--- src/rtl/pix_adc_pkg.sv ---
package pix_adc_pkg;

  typedef enum logic {
    PH_IDLE = 1'b0,
    PH_RAMP = 1'b1
  } ramp_phase_e;

  function automatic logic [31:0] bin_to_gray32(input logic [31:0] b);
    return b ^ (b >> 1);
  endfunction

  // prefix XOR from the MSB down
  function automatic logic [31:0] gray_to_bin32(input logic [31:0] g);
    logic [31:0] b;
    b[31] = g[31];
    for (int i = 30; i >= 0; i--) begin
      b[i] = b[i+1] ^ g[i];
    end
    return b;
  endfunction

endpackage

--- src/rtl/pix_adc_ramp_ctr.sv ---
module pix_adc_ramp_ctr
  import pix_adc_pkg::*;
#(
  parameter int CODE_W = 8
) (
  input  logic              clk,
  input  logic              rst,
  input  logic              start_i,
  output logic              busy_o,
  output logic              done_o,
  output logic [CODE_W-1:0] gray_o
);

  localparam logic [CODE_W-1:0] LAST_CNT = {CODE_W{1'b1}};

  ramp_phase_e       phase_q;
  logic [CODE_W-1:0] bin_q;
  logic [CODE_W-1:0] bin_nxt;
  logic [CODE_W-1:0] gray_q;
  logic              done_q;

  assign bin_nxt = bin_q + 1'b1;

  always_ff @(posedge clk) begin
    if (rst) begin
      phase_q <= PH_IDLE;
      bin_q   <= '0;
      gray_q  <= '0;
      done_q  <= 1'b0;
    end else begin
      done_q <= 1'b0;
      if (start_i) begin
        phase_q <= PH_RAMP;
        bin_q   <= '0;
        gray_q  <= '0;
      end else if (phase_q == PH_RAMP) begin
        if (bin_q == LAST_CNT) begin
          phase_q <= PH_IDLE;
          done_q  <= 1'b1;
        end else begin
          bin_q  <= bin_nxt;
          gray_q <= CODE_W'(bin_to_gray32(32'(bin_nxt)));
        end
      end
    end
  end

  assign busy_o = (phase_q == PH_RAMP);
  assign done_o = done_q;
  assign gray_o = gray_q;

  AST_START_ZERO: assert property (@(posedge clk) disable iff (rst)
    start_i |=> (busy_o && gray_o == '0));

  AST_GRAY_ONE_BIT: assert property (@(posedge clk) disable iff (rst)
    (busy_o && !start_i && bin_q != LAST_CNT) |=>
      ($countones(gray_o ^ $past(gray_o)) == 1));

  AST_RAMP_END: assert property (@(posedge clk) disable iff (rst)
    (busy_o && !start_i && bin_q == LAST_CNT) |=> (!busy_o && done_o));

  AST_DONE_SINGLE: assert property (@(posedge clk) disable iff (rst)
    done_o |=> !done_o);

endmodule

--- src/rtl/pix_adc_cell.sv ---
module pix_adc_cell #(
  parameter int CODE_W = 8
) (
  input  logic              clk,
  input  logic              rst,
  input  logic              start_i,
  input  logic              busy_i,
  input  logic              cmp_i,
  input  logic [CODE_W-1:0] gray_i,
  output logic [CODE_W-1:0] code_o
);

  logic              armed_q;
  logic [CODE_W-1:0] code_q;

  always_ff @(posedge clk) begin
    if (rst) begin
      armed_q <= 1'b0;
      code_q  <= '0;
    end else if (start_i) begin
      armed_q <= 1'b1;
      code_q  <= '0;
    end else if (busy_i && armed_q) begin
      code_q <= gray_i;
      if (cmp_i) begin
        armed_q <= 1'b0;
      end
    end
  end

  assign code_o = code_q;

  AST_CAPTURE_FREEZE: assert property (@(posedge clk) disable iff (rst)
    (busy_i && armed_q && cmp_i && !start_i) |=> (!armed_q && code_q == $past(gray_i)));

  AST_HOLD_STABLE: assert property (@(posedge clk) disable iff (rst)
    (!armed_q && !start_i) |=> $stable(code_q));

  AST_REARM: assert property (@(posedge clk) disable iff (rst)
    start_i |=> (armed_q && code_q == '0));

endmodule

--- src/rtl/pix_adc_rdout.sv ---
module pix_adc_rdout
  import pix_adc_pkg::*;
#(
  parameter int NUM_PIX = 8,
  parameter int CODE_W  = 8,
  parameter int ADDR_W  = 3
) (
  input  logic                      clk,
  input  logic                      rst,
  input  logic [NUM_PIX*CODE_W-1:0] codes_i,
  input  logic [ADDR_W-1:0]         addr_i,
  output logic [CODE_W-1:0]         data_o
);

  logic [CODE_W-1:0] sel_gray;
  logic [CODE_W-1:0] data_q;

  always_comb begin
    sel_gray = '0;
    for (int i = 0; i < NUM_PIX; i++) begin
      if (addr_i == ADDR_W'(i)) begin
        sel_gray = codes_i[i*CODE_W +: CODE_W];
      end
    end
  end

  always_ff @(posedge clk) begin
    if (rst) begin
      data_q <= '0;
    end else begin
      data_q <= CODE_W'(gray_to_bin32(32'(sel_gray)));
    end
  end

  assign data_o = data_q;

  AST_DECODE_MATCH: assert property (@(posedge clk) disable iff (rst)
    !rst |=> ((data_o ^ (data_o >> 1)) == $past(sel_gray)));

endmodule

--- src/rtl/pix_adc_bank.sv ---
module pix_adc_bank #(
  parameter int NUM_PIX = 8,
  parameter int CODE_W  = 8,
  parameter int ADDR_W  = (NUM_PIX > 1) ? $clog2(NUM_PIX) : 1
) (
  input  logic               clk,
  input  logic               rst,
  input  logic               conv_start,
  input  logic [NUM_PIX-1:0] cmp_in,
  input  logic [ADDR_W-1:0]  rd_addr,
  output logic [CODE_W-1:0]  rd_data,
  output logic               conv_busy,
  output logic               conv_done,
  output logic [CODE_W-1:0]  gray_bus
);

  localparam int CODE_BUS_W = NUM_PIX * CODE_W;

  logic                  ramp_busy;
  logic                  ramp_done;
  logic [CODE_W-1:0]     ramp_gray;
  logic [CODE_BUS_W-1:0] pix_codes;

  pix_adc_ramp_ctr #(
    .CODE_W (CODE_W)
  ) ctr_i (
    .clk     (clk),
    .rst     (rst),
    .start_i (conv_start),
    .busy_o  (ramp_busy),
    .done_o  (ramp_done),
    .gray_o  (ramp_gray)
  );

  for (genvar g = 0; g < NUM_PIX; g++) begin : g_pix
    pix_adc_cell #(
      .CODE_W (CODE_W)
    ) cell_i (
      .clk     (clk),
      .rst     (rst),
      .start_i (conv_start),
      .busy_i  (ramp_busy),
      .cmp_i   (cmp_in[g]),
      .gray_i  (ramp_gray),
      .code_o  (pix_codes[g*CODE_W +: CODE_W])
    );
  end

  pix_adc_rdout #(
    .NUM_PIX (NUM_PIX),
    .CODE_W  (CODE_W),
    .ADDR_W  (ADDR_W)
  ) rd_i (
    .clk     (clk),
    .rst     (rst),
    .codes_i (pix_codes),
    .addr_i  (rd_addr),
    .data_o  (rd_data)
  );

  assign conv_busy = ramp_busy;
  assign conv_done = ramp_done;
  assign gray_bus  = ramp_gray;

  AST_IDLE_NO_DONE: assert property (@(posedge clk) disable iff (rst)
    (conv_busy && !conv_start) |=> (conv_busy || conv_done));

endmodule

--- config.mk ---
export PLATFORM = sky130hd
export DESIGN_NAME = pix_adc_bank
export DESIGN_NICKNAME = d
export VERILOG_FILES = /design/src/rtl/pix_adc_pkg.sv /design/src/rtl/pix_adc_ramp_ctr.sv /design/src/rtl/pix_adc_cell.sv /design/src/rtl/pix_adc_rdout.sv /design/src/rtl/pix_adc_bank.sv
export SDC_FILE = /design/constraint.sdc
export NUM_CORES = 1
export LEC_CHECK = 0
export CAP_MARGIN = 40
export CORE_UTILIZATION = 40
export CTS_BUF_LIST = sky130_fd_sc_hd__clkbuf_8 sky130_fd_sc_hd__clkbuf_16
export DETAILED_ROUTE_END_ITERATION = 10
export SLEW_MARGIN = 10
export SYNTH_ARGS = -nofsm -noshare
export SYNTH_HDL_FRONTEND = slang
export SYNTH_HIERARCHICAL = 1
export SYNTH_SLANG_ARGS = --single-unit
--- constraint.sdc ---
create_clock -name clk -period 2.3 [get_ports clk]
set_input_delay 0.46 -clock clk [delete_from_list [all_inputs] [get_ports clk]]
set_output_delay 0.46 -clock clk [all_outputs]
set_load 0.03 [all_outputs]
==> impl_summary.md <==
Run status
The run finished with clean final reports.

STA
Based on the critical path, the design can be clocked at up to 449 MHz. The period utilization is 0.968. The measured slew at the worst slew-check pin is 0.627 ns. The final number of hold-violating endpoints came to 0. The minimum clock period is 2.23 ns.

Across the routed clock network, the largest skew measured is 0.00453 ns. The number of pins exceeding their max-slew limit in the final report is 0. The final setup TNS is 0 ns. The total setup violations reported at the end of the flow is 0. Setup repair after global routing could not meet its margin everywhere.

Measured against its own limit, the worst slew margin works out to 0.582.

Clock tree
At the later pin of the worst-skew pair, clock insertion delay measures 0.35 ns. The total CTS buffers is 9. The tree is rooted in a clkbuf_16. TritonCTS built the clock tree. After clock tree synthesis, the clock-pin slew on the worst setup and hold paths is 0.07 ns. CTS saw 97 sinks. The number of H-tree branching levels is 3.

The clock passes through at most 2 buffers.

Routing
The number of vias per cell is 5.37. Dividing the detail-routed wire length by the instance count gives 17.3 um. Detailed routing inserted a total of 3900 vias. Once detail routing completed, the nets flagged for antenna violations numbered 0. The detailed router finished its first iteration with 213 violations. After detailed routing, the total wire length is 12600 um.

The first detailed-routing pass ran for 4 iterations. The final routed DRC violation total is 0.

Power and ir drop
The power per unit of standard cell area is 618 mW/mm2. Of the total power, the share spent switching nets is 0.255. The static power due to leakage is 1.99 nW. The sequential group share of total power is 0.486. Summed over all nets, the switching power comes to 0.000928 W. The worst voltage drop across the vdd grid is approximately 400 uV. The internal power consumption is roughly 0.0027 W. Of the total power, combinational logic draws 0.105.

The clock share of power is 0.409.

Floorplan
The initial core utilization is 0.414. The count of standard-cell rows is 41. The floorplan die area is 0.0136 mm2. The number of ports placed on the die boundary is 32. The die width is 117 um.

The floorplan step set the die height to 117 um. The core area is between 0.01 and 0.015 mm2.

Critical path
The library cell appearing most often on the critical path is xnor2_2. For the worst setup path, the data required time is 2.54 ns. Broken down by cell family, the worst path's largest delay share belongs to multiplexers.

The library cell contributing the largest single delay on the critical path is mux4_2. The combined buffer and inverter count along the critical path is 0. Walking the worst path, the cells encountered are mux4_2 -> and3_4 -> a31o_1 -> a211oi_2 -> xnor2_2 -> xnor2_2 -> mux2_4. The critical path start-end classification is flop to flop. Of all nets on the critical path, the largest fanout is 3.

For the worst setup path, the data arrival time is 2.47 ns. The worst setup path is captured at a flop. The worst setup path is launched from a flop. The largest stage delay on the critical path is 0.49 ns.

Logic synthesis
After synthesis, the largest family of logic cells by area is compound AO/OA/AOI/OAI gates. The synthesized flop and latch total is 97. The fraction of the yosys area taken by sequential cells is 0.369. Ranked by total cell area, the synthesized netlist is headed by dfxtp_1 37%, a21bo_2 9.1%, buf_6 7.5%. The synthesized design contains 0 enable-type register cells. The count of synthesis-stage warnings from yosys is 6.

Summed over all instances, the cell type with the most area after synthesis is dfxtp_1. Of the total synthesized cell area, the portion taken by AND, OR, NAND and NOR gates is 0.129. Of the total synthesized cell area, the portion taken by XOR and XNOR cells is 0.0444. The share of synthesized area in the top cell type comes to 0.369.

The mean post-synth cell area is 10.0 um2. Of the total synthesized cell area, the portion taken by full adders, half adders and majority gates is 0.00238. The portion of synthesized area spent on multiplexers is 0.0774. The synthesized netlist contains 51 unique library cells.

The area of the mapped netlist is roughly 0.0053 mm2. The net count after synthesis is 540. The most used flip-flop cell after synthesis is dfxtp_1. The gate count after technology mapping is 525. The post-synthesis compound-gate area fraction is 0.266. In the synthesized netlist the async set-or-reset flop fraction comes to 0.

Final layout
In the final layout, the share of cells above drive strength 1 is 0.294. The area added between synthesis and finish is 11.6%. The final layout contains roughly 570 nets.

The most common cell after layout, fill and taps aside is dfxtp_1. The count of antenna diodes in the layout is 0. With fillers left out, the area of the finished cells amounts to 0.00588 mm2. In the layout the commonest cells are 95 x dfxtp_1, 68 x nand3_1, 66 x a21oi_1, 48 x a21bo_2, 32 x buf_4.

Place
Once detailed placement completed, the half-perimeter wirelength came to 8400 um. The count of buffers added on input and output ports is 31. The cell area after placement is 0.00553 mm2.

The final weighted congestion in routability-driven placement is 0.805.

Global route
The aggregate global routing overflow is 0. The number of antenna violations at the first check in global routing was 0. The first global-routing pass estimated 20700 um of wire.

Across every metal layer, demand over resource in global routing totals 0.205. The maximum number of pins on one net before global-route repair is around 140. The via count of the first global-routing pass is 3804.

Flow run
The tool flagged a number of max-cap violations equal to 0.

Worst hold path
The path class of the tightest hold or removal check is flop to flop.
==> synth_stat cells, types with 10 or more instances <==
library cell and count:
dfxtp_1 97, nand3_1 68, a21oi_1 66, a21bo_2 48, buf_6 35, nor2_1 21, nand2_1 20, xnor2_1 19
a21bo_1 16, mux2i_1 16, mux4_2 10
==> sequential cells by signal, indices dropped and copies added (netlist names) <==
name                  cells
ctr_i/bin_q               8
ctr_i/busy_o              1
ctr_i/done_o              1
ctr_i/gray_o              7
g_pix.cell_i/armed_q      8
g_pix.cell_i/code_o      64
rd_i/data_o               8
==> kinds of logic after synthesis <==
| logic type | after synthesis |
|---|---|
| and+or+nand+nor | 136 |
| muxes | 28 |
| xor gates and xnor gates | 25 |
| buffers and inverters | 56 |
| AOI/OAI and AO/OA | 182 |
| adders and majority gates | 1 |
| DFF | 97 |
==> area by class of cell <==
| type | instances | area (um2) |
|---|---|---|
| Fill cell | 1265 | 6840 |
| Multi-Input combinational cell | 372 | 2790 |
| Sequential cell | 97 | 1950 |
| Timing Repair Buffer | 68 | 638 |
| Clock buffer | 9 | 225 |
| Tap cell | 172 | 215 |
| Clock inverter | 6 | 60.1 |
| Inverter | 2 | 8.76 |
==> metrics by stage <==
step	setup slack, ns	total power, W	util	hold slack [ns]	instances
2_1_floorplan	-0.0358	0.00212	-	0.470	525
3_3_place_gp	-0.733	0.00217	0.435	0.490	710
3_5_place_dp	-0.764	0.00218	0.435	0.496	710
4_1_cts	0.0234	0.00368	0.461	0.505	726
5_1_grt	-0.0402	0.00379	0.462	0.533	726
6_report	0.0736	0.00363	0.462	0.503	726
==> worst reg2reg max path: stages, from the launching register on <==
cell	delay [ns]
dfxtp_2	0.33
mux4_2	0.49
and3_4	0.20
a31o_1	0.19
a211oi_2	0.24
xnor2_2	0.12
xnor2_2	0.23
mux2_4	0.32
==> routing by layer <==
layer / vias to the layer above / part of all wire / wire [um] / global-route usage
met5: - / 0 / 0 / 0
met4: 0 / 0.014 / 178 / 0.0549
met3: 13 / 0.032 / 399 / 0.0488
met2: 54 / 0.51 / 6360 / 0.350
met1: 1906 / 0.45 / 5630 / 0.259
li1: 1927 / - / - / -
==> worst paths after layout <==
path / start / end / slack (ns) / depth (start not counted)
max: g_pix[7].cell_i/code_o[4] / rd_i/data_o[1] / 0.07 / 7
min: ctr_i/bin_q[1] / ctr_i/bin_q[1] / 0.50 / 2
max reg2reg: g_pix[7].cell_i/code_o[4] / rd_i/data_o[1] / 0.07 / 7
min reg2reg: ctr_i/bin_q[1] / ctr_i/bin_q[1] / 0.50 / 2
==> power groups by stage <==
stage / Sequential [W] / Clock, W / Combinational (W)
6_report: 0.00177 / 0.00148 / 0.000383
2_1_floorplan: 0.00180 / 0 / 0.000318
3_5_place_dp: 0.00181 / 0 / 0.000370
3_3_place_gp: 0.00180 / 0 / 0.000365
5_1_grt: 0.00177 / 0.00160 / 0.000414
4_1_cts: 0.00177 / 0.00153 / 0.000380
==> repair_timing <==
| action | CTS | global route |
|---|---|---|
| endpoints found under the setup margin | 5 | 2 |
| pin swaps | 2 | 1 |
| cloned | 1 | 0 |
| hold buffers | 0 | 0 |
| gates resized for setup | 21 | 4 |
| buffers inserted | 0 | 0 |
Power figures use the tool's default switching activity.
